File: src/rtl/rs_shelf_pkg.sv
package rs_shelf_pkg;

  // Widest slot index the strobe struct can carry (DEPTH up to 32).
  parameter int unsigned IDX_MAX_W = 5;

  typedef struct packed {
    logic                 write;
    logic [IDX_MAX_W-1:0] writeIdx;
    logic                 pop;
    logic [IDX_MAX_W-1:0] popIdx;
    logic                 clear;
  } rsStrobe_t;

endpackage

File: src/rtl/rs_shelf_ctrl.sv
module rs_shelf_ctrl
  import rs_shelf_pkg::*;
#(
  parameter int unsigned DEPTH = 4
) (
  input  logic                       clk,
  input  logic                       rstN,
  input  logic                       flush,
  input  logic                       dispValid,
  input  logic                       euFree,
  input  logic                       headReady,
  output logic                       dispReady,
  output logic                       issueValid,
  output logic [$clog2(DEPTH)-1:0]   headIdx,
  output rsStrobe_t                  strobe
);

  localparam int unsigned PTR_W = $clog2(DEPTH);
  localparam int unsigned CNT_W = $clog2(DEPTH + 1);

  logic [PTR_W-1:0] headQ, tailQ;
  logic [CNT_W-1:0] countQ;
  logic             full, empty, doWrite, doPop;

  assign full       = (countQ == CNT_W'(DEPTH));
  assign empty      = (countQ == '0);
  assign dispReady  = !full;
  assign doWrite    = dispValid && !full && !flush;
  assign doPop      = !empty && headReady && euFree && !flush;
  assign issueValid = doPop;
  assign headIdx    = headQ;

  assign strobe.write    = doWrite;
  assign strobe.writeIdx = IDX_MAX_W'(tailQ);
  assign strobe.pop      = doPop;
  assign strobe.popIdx   = IDX_MAX_W'(headQ);
  assign strobe.clear    = flush;

  function automatic logic [PTR_W-1:0] nextPtr(input logic [PTR_W-1:0] p);
    return (p == PTR_W'(DEPTH - 1)) ? '0 : p + 1'b1;
  endfunction

  always_ff @(posedge clk or negedge rstN) begin
    if (!rstN) begin
      headQ  <= '0;
      tailQ  <= '0;
      countQ <= '0;
    end else if (flush) begin
      headQ  <= '0;
      tailQ  <= '0;
      countQ <= '0;
    end else begin
      if (doWrite) tailQ <= nextPtr(tailQ);
      if (doPop)   headQ <= nextPtr(headQ);
      case ({doWrite, doPop})
        2'b10:   countQ <= countQ + 1'b1;
        2'b01:   countQ <= countQ - 1'b1;
        default: countQ <= countQ;
      endcase
    end
  end

  // occupancy never exceeds the number of slots.
  assert_no_overflow_R9: assert property (@(posedge clk) disable iff (!rstN)
    countQ <= CNT_W'(DEPTH));

  // a full buffer that does not issue stays full and takes nothing.
  assert_full_holds_R9: assert property (@(posedge clk) disable iff (!rstN)
    (full && !doPop && !flush) |=> full && $stable(tailQ));

  // flush leaves the buffer empty.
  assert_flush_empty_R10: assert property (@(posedge clk) disable iff (!rstN)
    flush |=> (countQ == '0) && dispReady && !headReady);

endmodule

File: src/rtl/rs_shelf_data.sv
module rs_shelf_data
  import rs_shelf_pkg::*;
#(
  parameter int unsigned DEPTH  = 4,
  parameter int unsigned OP_W   = 4,
  parameter int unsigned TAG_W  = 4,
  parameter int unsigned DATA_W = 16
) (
  input  logic                      clk,
  input  logic                      rstN,
  input  rsStrobe_t                 strobe,
  input  logic [OP_W-1:0]           dispOp,
  input  logic [TAG_W-1:0]          dispDest,
  input  logic                      srcAValid,
  input  logic [DATA_W-1:0]         srcAData,
  input  logic                      srcBValid,
  input  logic [DATA_W-1:0]         srcBData,
  input  logic                      bcastValid,
  input  logic [TAG_W-1:0]          bcastTag,
  input  logic [DATA_W-1:0]         bcastData,
  input  logic [$clog2(DEPTH)-1:0]  headIdx,
  output logic                      headReady,
  output logic [OP_W-1:0]           issueOp,
  output logic [TAG_W-1:0]          issueDest,
  output logic [DATA_W-1:0]         issueOpA,
  output logic [DATA_W-1:0]         issueOpB
);

  logic [OP_W-1:0]   opQ   [DEPTH];
  logic [TAG_W-1:0]  destQ [DEPTH];
  logic [DATA_W-1:0] aQ    [DEPTH];
  logic [DATA_W-1:0] bQ    [DEPTH];
  logic [DEPTH-1:0]  occQ, aVQ, bVQ;

  function automatic logic tagHit(input logic vld, input logic [DATA_W-1:0] fld);
    return !vld && bcastValid && (fld[TAG_W-1:0] == bcastTag);
  endfunction

  logic inAHit, inBHit;
  assign inAHit = tagHit(srcAValid, srcAData);
  assign inBHit = tagHit(srcBValid, srcBData);

  always_ff @(posedge clk or negedge rstN) begin
    if (!rstN) begin
      occQ <= '0;
      aVQ  <= '0;
      bVQ  <= '0;
      for (int i = 0; i < DEPTH; i++) begin
        opQ[i]   <= '0;
        destQ[i] <= '0;
        aQ[i]    <= '0;
        bQ[i]    <= '0;
      end
    end else begin
      for (int i = 0; i < DEPTH; i++) begin
        if (strobe.clear) begin
          occQ[i] <= 1'b0;
        end else if (strobe.write && strobe.writeIdx == IDX_MAX_W'(i)) begin
          occQ[i]  <= 1'b1;
          opQ[i]   <= dispOp;
          destQ[i] <= dispDest;
          aVQ[i]   <= srcAValid || inAHit;
          aQ[i]    <= inAHit ? bcastData : srcAData;
          bVQ[i]   <= srcBValid || inBHit;
          bQ[i]    <= inBHit ? bcastData : srcBData;
        end else begin
          if (occQ[i] && tagHit(aVQ[i], aQ[i])) begin
            aVQ[i] <= 1'b1;
            aQ[i]  <= bcastData;
          end
          if (occQ[i] && tagHit(bVQ[i], bQ[i])) begin
            bVQ[i] <= 1'b1;
            bQ[i]  <= bcastData;
          end
          if (strobe.pop && strobe.popIdx == IDX_MAX_W'(i)) occQ[i] <= 1'b0;
        end
      end
    end
  end

  assign headReady = occQ[headIdx] && aVQ[headIdx] && bVQ[headIdx];
  assign issueOp   = opQ[headIdx];
  assign issueDest = destQ[headIdx];
  assign issueOpA  = aQ[headIdx];
  assign issueOpB  = bQ[headIdx];

  // a dispatch that meets a matching broadcast lands already valid.
  assert_same_cycle_R8: assert property (@(posedge clk) disable iff (!rstN)
    (strobe.write && !strobe.clear && inAHit) |=>
      aVQ[$past(strobe.writeIdx)] && aQ[$past(strobe.writeIdx)] == $past(bcastData));

  for (genvar g = 0; g < DEPTH; g++) begin : gChk
    // waiting fields of occupied slots capture a matching broadcast.
    assert_wake_a_R4: assert property (@(posedge clk) disable iff (!rstN)
      (occQ[g] && !aVQ[g] && bcastValid && aQ[g][TAG_W-1:0] == bcastTag &&
       !strobe.clear && !(strobe.write && strobe.writeIdx == IDX_MAX_W'(g)))
      |=> aVQ[g] && aQ[g] == $past(bcastData));
    assert_wake_b_R4: assert property (@(posedge clk) disable iff (!rstN)
      (occQ[g] && !bVQ[g] && bcastValid && bQ[g][TAG_W-1:0] == bcastTag &&
       !strobe.clear && !(strobe.write && strobe.writeIdx == IDX_MAX_W'(g)))
      |=> bVQ[g] && bQ[g] == $past(bcastData));
    // a valid operand is never overwritten by a broadcast.
    assert_hold_valid_R5: assert property (@(posedge clk) disable iff (!rstN)
      (occQ[g] && aVQ[g] && bVQ[g] && !(strobe.write && strobe.writeIdx == IDX_MAX_W'(g)))
      |=> $stable(aQ[g]) && $stable(bQ[g]));
  end

endmodule

File: src/rtl/rs_shelf.sv
module rs_shelf
  import rs_shelf_pkg::*;
#(
  parameter int unsigned DEPTH  = 4,
  parameter int unsigned OP_W   = 4,
  parameter int unsigned TAG_W  = 4,
  parameter int unsigned DATA_W = 16
) (
  input  logic              clk,
  input  logic              rstN,
  input  logic              flush,
  input  logic              dispValid,
  output logic              dispReady,
  input  logic [OP_W-1:0]   dispOp,
  input  logic [TAG_W-1:0]  dispDest,
  input  logic              srcAValid,
  input  logic [DATA_W-1:0] srcAData,
  input  logic              srcBValid,
  input  logic [DATA_W-1:0] srcBData,
  input  logic              bcastValid,
  input  logic [TAG_W-1:0]  bcastTag,
  input  logic [DATA_W-1:0] bcastData,
  input  logic              euFree,
  output logic              issueValid,
  output logic [OP_W-1:0]   issueOp,
  output logic [TAG_W-1:0]  issueDest,
  output logic [DATA_W-1:0] issueOpA,
  output logic [DATA_W-1:0] issueOpB
);

  localparam int unsigned PTR_W = $clog2(DEPTH);

  rsStrobe_t        strobe;
  logic             headReady;
  logic [PTR_W-1:0] headIdx;

  rs_shelf_ctrl #(.DEPTH(DEPTH)) uCtrl (
    .clk(clk), .rstN(rstN), .flush(flush), .dispValid(dispValid),
    .euFree(euFree), .headReady(headReady), .dispReady(dispReady),
    .issueValid(issueValid), .headIdx(headIdx), .strobe(strobe)
  );

  rs_shelf_data #(.DEPTH(DEPTH), .OP_W(OP_W), .TAG_W(TAG_W), .DATA_W(DATA_W)) uData (
    .clk(clk), .rstN(rstN), .strobe(strobe), .dispOp(dispOp), .dispDest(dispDest),
    .srcAValid(srcAValid), .srcAData(srcAData), .srcBValid(srcBValid), .srcBData(srcBData),
    .bcastValid(bcastValid), .bcastTag(bcastTag), .bcastData(bcastData),
    .headIdx(headIdx), .headReady(headReady), .issueOp(issueOp), .issueDest(issueDest),
    .issueOpA(issueOpA), .issueOpB(issueOpB)
  );

  // nothing leaves unless the execution unit is free and no flush is on.
  assert_issue_gate_R7: assert property (@(posedge clk) disable iff (!rstN)
    issueValid |-> euFree && !flush);

endmodule

File: config.mk
export PLATFORM = sky130hd
export DESIGN_NAME = rs_shelf
export DESIGN_NICKNAME = d
export VERILOG_FILES = /design/src/rtl/rs_shelf_pkg.sv /design/src/rtl/rs_shelf_ctrl.sv /design/src/rtl/rs_shelf_data.sv /design/src/rtl/rs_shelf.sv
export SDC_FILE = /design/constraint.sdc
export NUM_CORES = 1
export LEC_CHECK = 0
export BUFFER_PORTS_ARGS = -buffer_cell sky130_fd_sc_hd__buf_2
export CORE_ASPECT_RATIO = 0.6
export CORE_UTILIZATION = 50
export DETAILED_ROUTE_END_ITERATION = 10
export PLACE_DENSITY_LB_ADDON = 0.08
export SETUP_SLACK_MARGIN = 0.4
export SYNTH_ARGS = -nofsm -noshare
export SYNTH_HDL_FRONTEND = slang
export SYNTH_SLANG_ARGS = --single-unit
File: constraint.sdc
create_clock -name clk -period 6.25 [get_ports clk]
set_clock_uncertainty 0.15 [all_clocks]
set_input_delay 1.25 -clock clk [delete_from_list [all_inputs] [get_ports clk]]
set_output_delay 1.25 -clock clk [all_outputs]
set_load 0.05 [all_outputs]
==> results of run 1 <==
[where the power goes]
part	internal (W)	leakage [nW]	switching (W)
Combinational	0.000618	2.18	0.000626
Sequential	0.00150	2.17	0.000232
Clock	0.000554	0.267	0.000488
Total	0.00267	4.62	0.00135
[routing by layer]
layer | GRT usage (%) | share of wire (%) | vias to the layer above
li1 | - | - | 3274
met1 | 45.7 | 45 | 3984
met2 | 43.7 | 44 | 393
met3 | 6.93 | 9.6 | 37
met4 | 8.50 | 1.2 | 2
met5 | 0 | 0.041 | -
[through the flow]
stage	hold slack, ps	area, sq um
detailed placement	312	10500
global route	345	11000
floorplan	290	9810
CTS	330	11000
finish	330	11000
global placement	303	10500
[cell families (layout without fill, tap and decap cells)]
logic type | after synthesis | in the layout | synth area share [%]
and+or+nand+nor | 310 | 310 | 17.0
buffers and inverters | 86 | 161 | 4.17
DFF | 179 | 179 | 45.6
adders and majority gates | 9 | 9 | 1.22
xor gates and xnor gates | 38 | 38 | 3.61
muxes | 44 | 44 | 9.59
AOI/OAI and AO/OA | 186 | 186 | 18.8
[worst paths after layout]
check	to	startpoint
min	uData.opQ[1]$_DFFE_PN0P_	uData.opQ[1]$_DFFE_PN0P_
min reg2reg	uData.opQ[1]$_DFFE_PN0P_	uData.opQ[1]$_DFFE_PN0P_
max	issueOpB[0]	uCtrl.headIdx[0]$_DFFE_PN0P_
max reg2reg	uCtrl.countQ[1]$_DFFE_PN0P_	uCtrl.headIdx[0]$_DFFE_PN0P_
min in group asynchronous	uData.bQ[40]$_DFFE_PN0P_	rstN
max in group asynchronous	uData.aQ[43]$_DFFE_PN0P_	rstN
[cells in the mapped netlist (5+ instances only)]
| cell | n |
|---|---|
| a21oi_1 | 7 |
| a21oi_2 | 7 |
| buf_1 | 20 |
| buf_2 | 17 |
| buf_4 | 6 |
| buf_6 | 5 |
| clkbuf_1 | 23 |
| dfrtp_1 | 179 |
| ha_1 | 8 |
| inv_1 | 11 |
| mux4_2 | 40 |
| nand2_1 | 111 |
| nand2b_1 | 131 |
| nand4_1 | 12 |
| nor2_1 | 15 |
| nor3_1 | 10 |
| o21ai_0 | 21 |
| o21ba_2 | 8 |
| o221a_1 | 40 |
| o221a_2 | 84 |
| or2_2 | 8 |
| xnor2_1 | 32 |
[area by class of cell]
class	instances	area share [%]
Clock buffer	18	3.89
Clock inverter	14	1.20
Inverter	11	0.375
Multi-Input combinational cell	587	45.2
Sequential cell	179	40.7
Tap cell	266	3.02
Timing Repair Buffer	118	5.62
[critical path, stage by stage (launching register included)]
cell and delay, ps:
dfrtp_2 810, buf_4 610, mux4_2 630, buf_2 240
[flip-flops by register name, summed over array words and instances (netlist names)]
register	cells
uData.aVQ	4
uCtrl.tailQ	2
uData.destQ	16
uData.opQ	16
uData.bQ	64
uCtrl.countQ	3
uData.bVQ	4
uCtrl.headIdx	2
uData.occQ	4
uData.aQ	64
==> impl_metrics.yaml, run 1 <==
run_status:
  status: "completed"
logic_synthesis:
  async_flop_share_pct: 100
  synth-seq-area-share_pct: 45.6
  avgSynthCellArea_sq_um: 11.5
  yosysUniqueCellTypes: 54
  synth_warnings: 0
  yosys.area.top_type: "dfrtp_1"
  ys.flop_type: "dfrtp_1"
  synth.area.top_cells: "dfrtp_1, o221a_2, mux4_2"
  synth_nets: 929
  synth_area_sq_um: 9810
  synth_top_area_share_pct: 45.6
  yosys_register_bits: 179
  netlist_instances: 852
  synth-edff-count: 0
place:
  io_buffers: 109
  place_inst: 1161
  place_ws_ps: 2460
  dp_hpwl_um: 19400
  gp_congestion: 0.922
layout:
  area_delta_synth_final_pct: 12.3
  final_nets: 991
  fill_cells: 1605
  drive_above_1_share_pct: 33.9
  seq_area_sq_um: 4480
  final_cells: 1193
  multi_input_area_sq_um: 4990
  diodes: 0
  layout_common_cells: "dfrtp_1, nand2b_1, nand2_1"
  post-route-util_pct: 57.6
  layout_commonest_cell: "dfrtp_1"
timing:
  drv_slew: 0
  slew-limit-headroom_pct: 30.1
  tightest_slew_ps: 1050
  setup_viol: 0
  final.setup.worst_slack_ps: 2080
  finalCritPeriodShare_pct: 66.8
  rsz0062_at_grt: "no"
  final-hold-violation-count: 0
  setup_tns_ps: 0
  period_needed_ps: 4170
  fmax_mhz: 240
worst_setup_path:
  required_ps: 4850
  reg2reg_depth: 9
  critPathKind: "reg -> out"
  start_kind: "flop"
  ff2ff_setup_slack_ps: 3150
  crit_arrival_ps: 2770
  cp_max_fo: 26
  worstSetupEndpointType: "output pin"
drt:
  wirelength_um: 29400
  antenna_left: 0
  drt_iter0_markers: 918
  remaining_drc_errors: 0
  drt_first_pass_iters: 6
  via_per_inst: 6.45
  wl_per_cell_um: 24.6
  num_vias: 7690
grt:
  grt_usage_pct: 30.3
  grt_max_degree: 80
  grt_pass1_wl_um: 46100
  antenna_found_initial: 1
  overflow: 0
  grt_pass1_vias: 7921
clock_network:
  clock-sinks: 179
  cts_buffers: 17
  ctsResizeCount: 0
  cts_tree: "built"
  cts.clk_slew.worst_paths_ps: 70
  postCtsSetupBuffers: 0
  postCtsHoldBufs: 0
  root_buffer: "clkbuf_16"
  clockBufferDepth: 2
  htree_levels: 4
  clk-insertion-delay-late_ps: 430
die:
  row_count: 39
  io_pins: 110
  die_x_um: 183
  die_area_sq_um: 20200
  placeableCoreArea_sq_um: 19100
  initial_core_util_pct: 51.3
  die_y_um: 111
power:
  leakage_nw: 4.62
  power_w: 0.00402
  power_density_nw_per_um2: 364
  peakVddDrop_mv: 0.199
worst_hold_path:
  min_path_cells: 2
  hold_path.class: "reg -> reg"
job:
  drv_cap: 0
(Power assumes the default switching activity.)
==> inputs of run 2 (changes only) <==
- clock period: 6.25 -> 3.35 ns (I/O delays scaled with it)
==> run 2 against run 1 <==
Wire length is 0.63% higher. Sequential power is 86% higher. Die area stayed put.
==> impl_metrics.yaml, run 2 (synthesis results as in run 1) <==
run_status:
  status: "completed"
worst_setup_path:
  r2r_start: "uCtrl.countQ[2]$_DFFE_PN0P_"
  cp_max_fo: 32
  critPathLaunch: "uCtrl.headIdx[0]$_DFFE_PN0P_"
  path_cells: "buf_12, mux4_2, buf_2"
  crit_arrival_ps: 2090
  worstSetupEndpointType: "output pin"
  crit_buf_inv: 2
  critPathKind: "reg -> out"
  critPathSlowestCell: "mux4_2"
  critPathTopFamily: "multiplexers"
  ff2ff_setup_slack_ps: 590
  start_kind: "flop"
  cp_slowest_stage_delay_ps: 580
  worstReg2RegEnd: "uData.aQ[20]$_DFFE_PN0P_"
  required_ps: 2530
  reg2reg_depth: 7
place:
  gp_congestion: 0.896
  dp_hpwl_um: 19300
  io_buffers: 109
  place_inst: 1179
  place_ws_ps: 283
layout:
  layout_common_cells: "dfrtp_1, nand2b_1, nand2_1"
  layout_commonest_cell: "dfrtp_1"
  drive_above_1_share_pct: 35.3
  top_regs: "uData.aQ x64, uData.bQ x64"
  final_nets: 1009
  multi_input_area_sq_um: 4990
  post-route-util_pct: 58.7
  final_cells: 1212
  area_delta_synth_final_pct: 14.4
  seq_area_sq_um: 4480
  fill_cells: 1597
clock_network:
  clockBufferDepth: 2
  cts_buffers: 17
  htree_levels: 4
  cts_tree: "built"
  root_buffer: "clkbuf_16"
  clock-sinks: 179
  clk-insertion-delay-late_ps: 440
  cts.clk_slew.worst_paths_ps: 70
  postCtsSetupBuffers: 0
timing:
  rsz0062_at_grt: "yes"
  final-hold-violation-count: 0
  fmax_mhz: 344
  drv_slew: 0
  setup_viol: 0
  final.setup.worst_slack_ps: 444
  setup_tns_ps: 0
  period_needed_ps: 2910
  finalCritPeriodShare_pct: 86.8
  slew-limit-headroom_pct: 26.5
  tightest_slew_ps: 1100
  whs_ps: 157
grt:
  grt_usage_pct: 30.1
  grt_max_degree: 89
  antenna_found_initial: 1
  grt_pass1_vias: 7892
  grt_pass1_wl_um: 45700
  overflow: 0
drt:
  via_per_inst: 6.43
  wl_per_cell_um: 24.4
  wirelength_um: 29500
  drt_iter0_markers: 847
  drt_first_pass_iters: 6
  remaining_drc_errors: 0
  num_vias: 7791
  antenna_left: 0
die:
  placeableCoreArea_sq_um: 19100
  row_count: 39
  die_x_um: 183
  io_pins: 110
  die_y_um: 111
  die_area_sq_um: 20200
  initial_core_util_pct: 51.3
power:
  p_int_w: 0.00503
  power_density_nw_per_um2: 671
  sw_frac_of_total_pct: 33.2
  p_seq_share_pct: 42.8
  power.switching_w: 0.00250
  peakVddDrop_mv: 0.372
  leakage_nw: 4.73
  p_clk_share_pct: 26.2
  combPwrFrac_pct: 31.0
job:
  drv_cap: 0
worst_hold_path:
  hold_path.class: "in -> async"
-- run 2: cell types whose count changed in the layout (fill, tap and decap cells not counted), moves of 2 or more --
| cell | change |
|---|---|
| buf_12 | +3 |
| clkinv_4 | -3 |
| buf_4 | +14 |
| clkbuf_8 | +2 |
-- run 2: power by group through the flow --
stage	clock network [W]	logic, W	registers [W]
5_1_grt	0.00210	0.00251	0.00329
4_1_cts	0.00200	0.00234	0.00320
3_3_place_gp	0	0.00225	0.00319
3_5_place_dp	0	0.00232	0.00323
6_report	0.00197	0.00234	0.00322
2_1_floorplan	0	0.00186	0.00307
-- run 2: area by class of cell --
cell class                      count  area share, %
Clock inverter                     13           1.09
Timing Repair Buffer              136           7.12
Inverter                           11          0.368
Clock buffer                       19           4.03
Tap cell                          266           2.96
Multi-Input combinational cell    587           44.5
Sequential cell                   179           39.9
Antenna cell                        1         0.0223
-- run 2: how the worst max path moves through the flow --
stage	cells after the start	end
after global routing	3	issueOpB[0]
after floorplan	10	uCtrl.countQ[1]$_DFFE_PN0P_
final	3	issueOpA[4]
after global placement	6	uData.bQ[49]$_DFFE_PN0P_
after detailed placement	6	uData.bQ[52]$_DFFE_PN0P_
after CTS	4	issueOpA[4]
-- run 2: repair_timing --
item                                   4_1_cts  5_1_grt
hold buffers                                 0        0
resized for setup                            1        3
setup endpoints to repair                   28       10
endpoints found under the hold margin        0        0
cloned                                       0        0
-- run 2: metal layers --
layer  GRT usage (%)  vias up  share of wire [%]
met5               0        -                  0
met3            9.04       36                9.7
li1                -     3316                  -
met1            44.5     4032                 45
met4            9.44        0                1.6
met2            42.5      407                 44
-- run 2: stage by stage --
step / cell area, sq um / power, W
floorplan: 9810 / 0.00492
global placement: 10600 / 0.00544
detailed placement: 10600 / 0.00555
CTS: 11200 / 0.00753
global route: 11200 / 0.00789
finish: 11200 / 0.00754
-- run 2: worst reg2reg max path: cells and delay by family, from the launching register on --
kind / cells / cell delay [ps]
and+or+nand+nor: 3 / 560
buffers and inverters: 2 / 450
DFF: 1 / 410
AOI/OAI and AO/OA: 2 / 1140
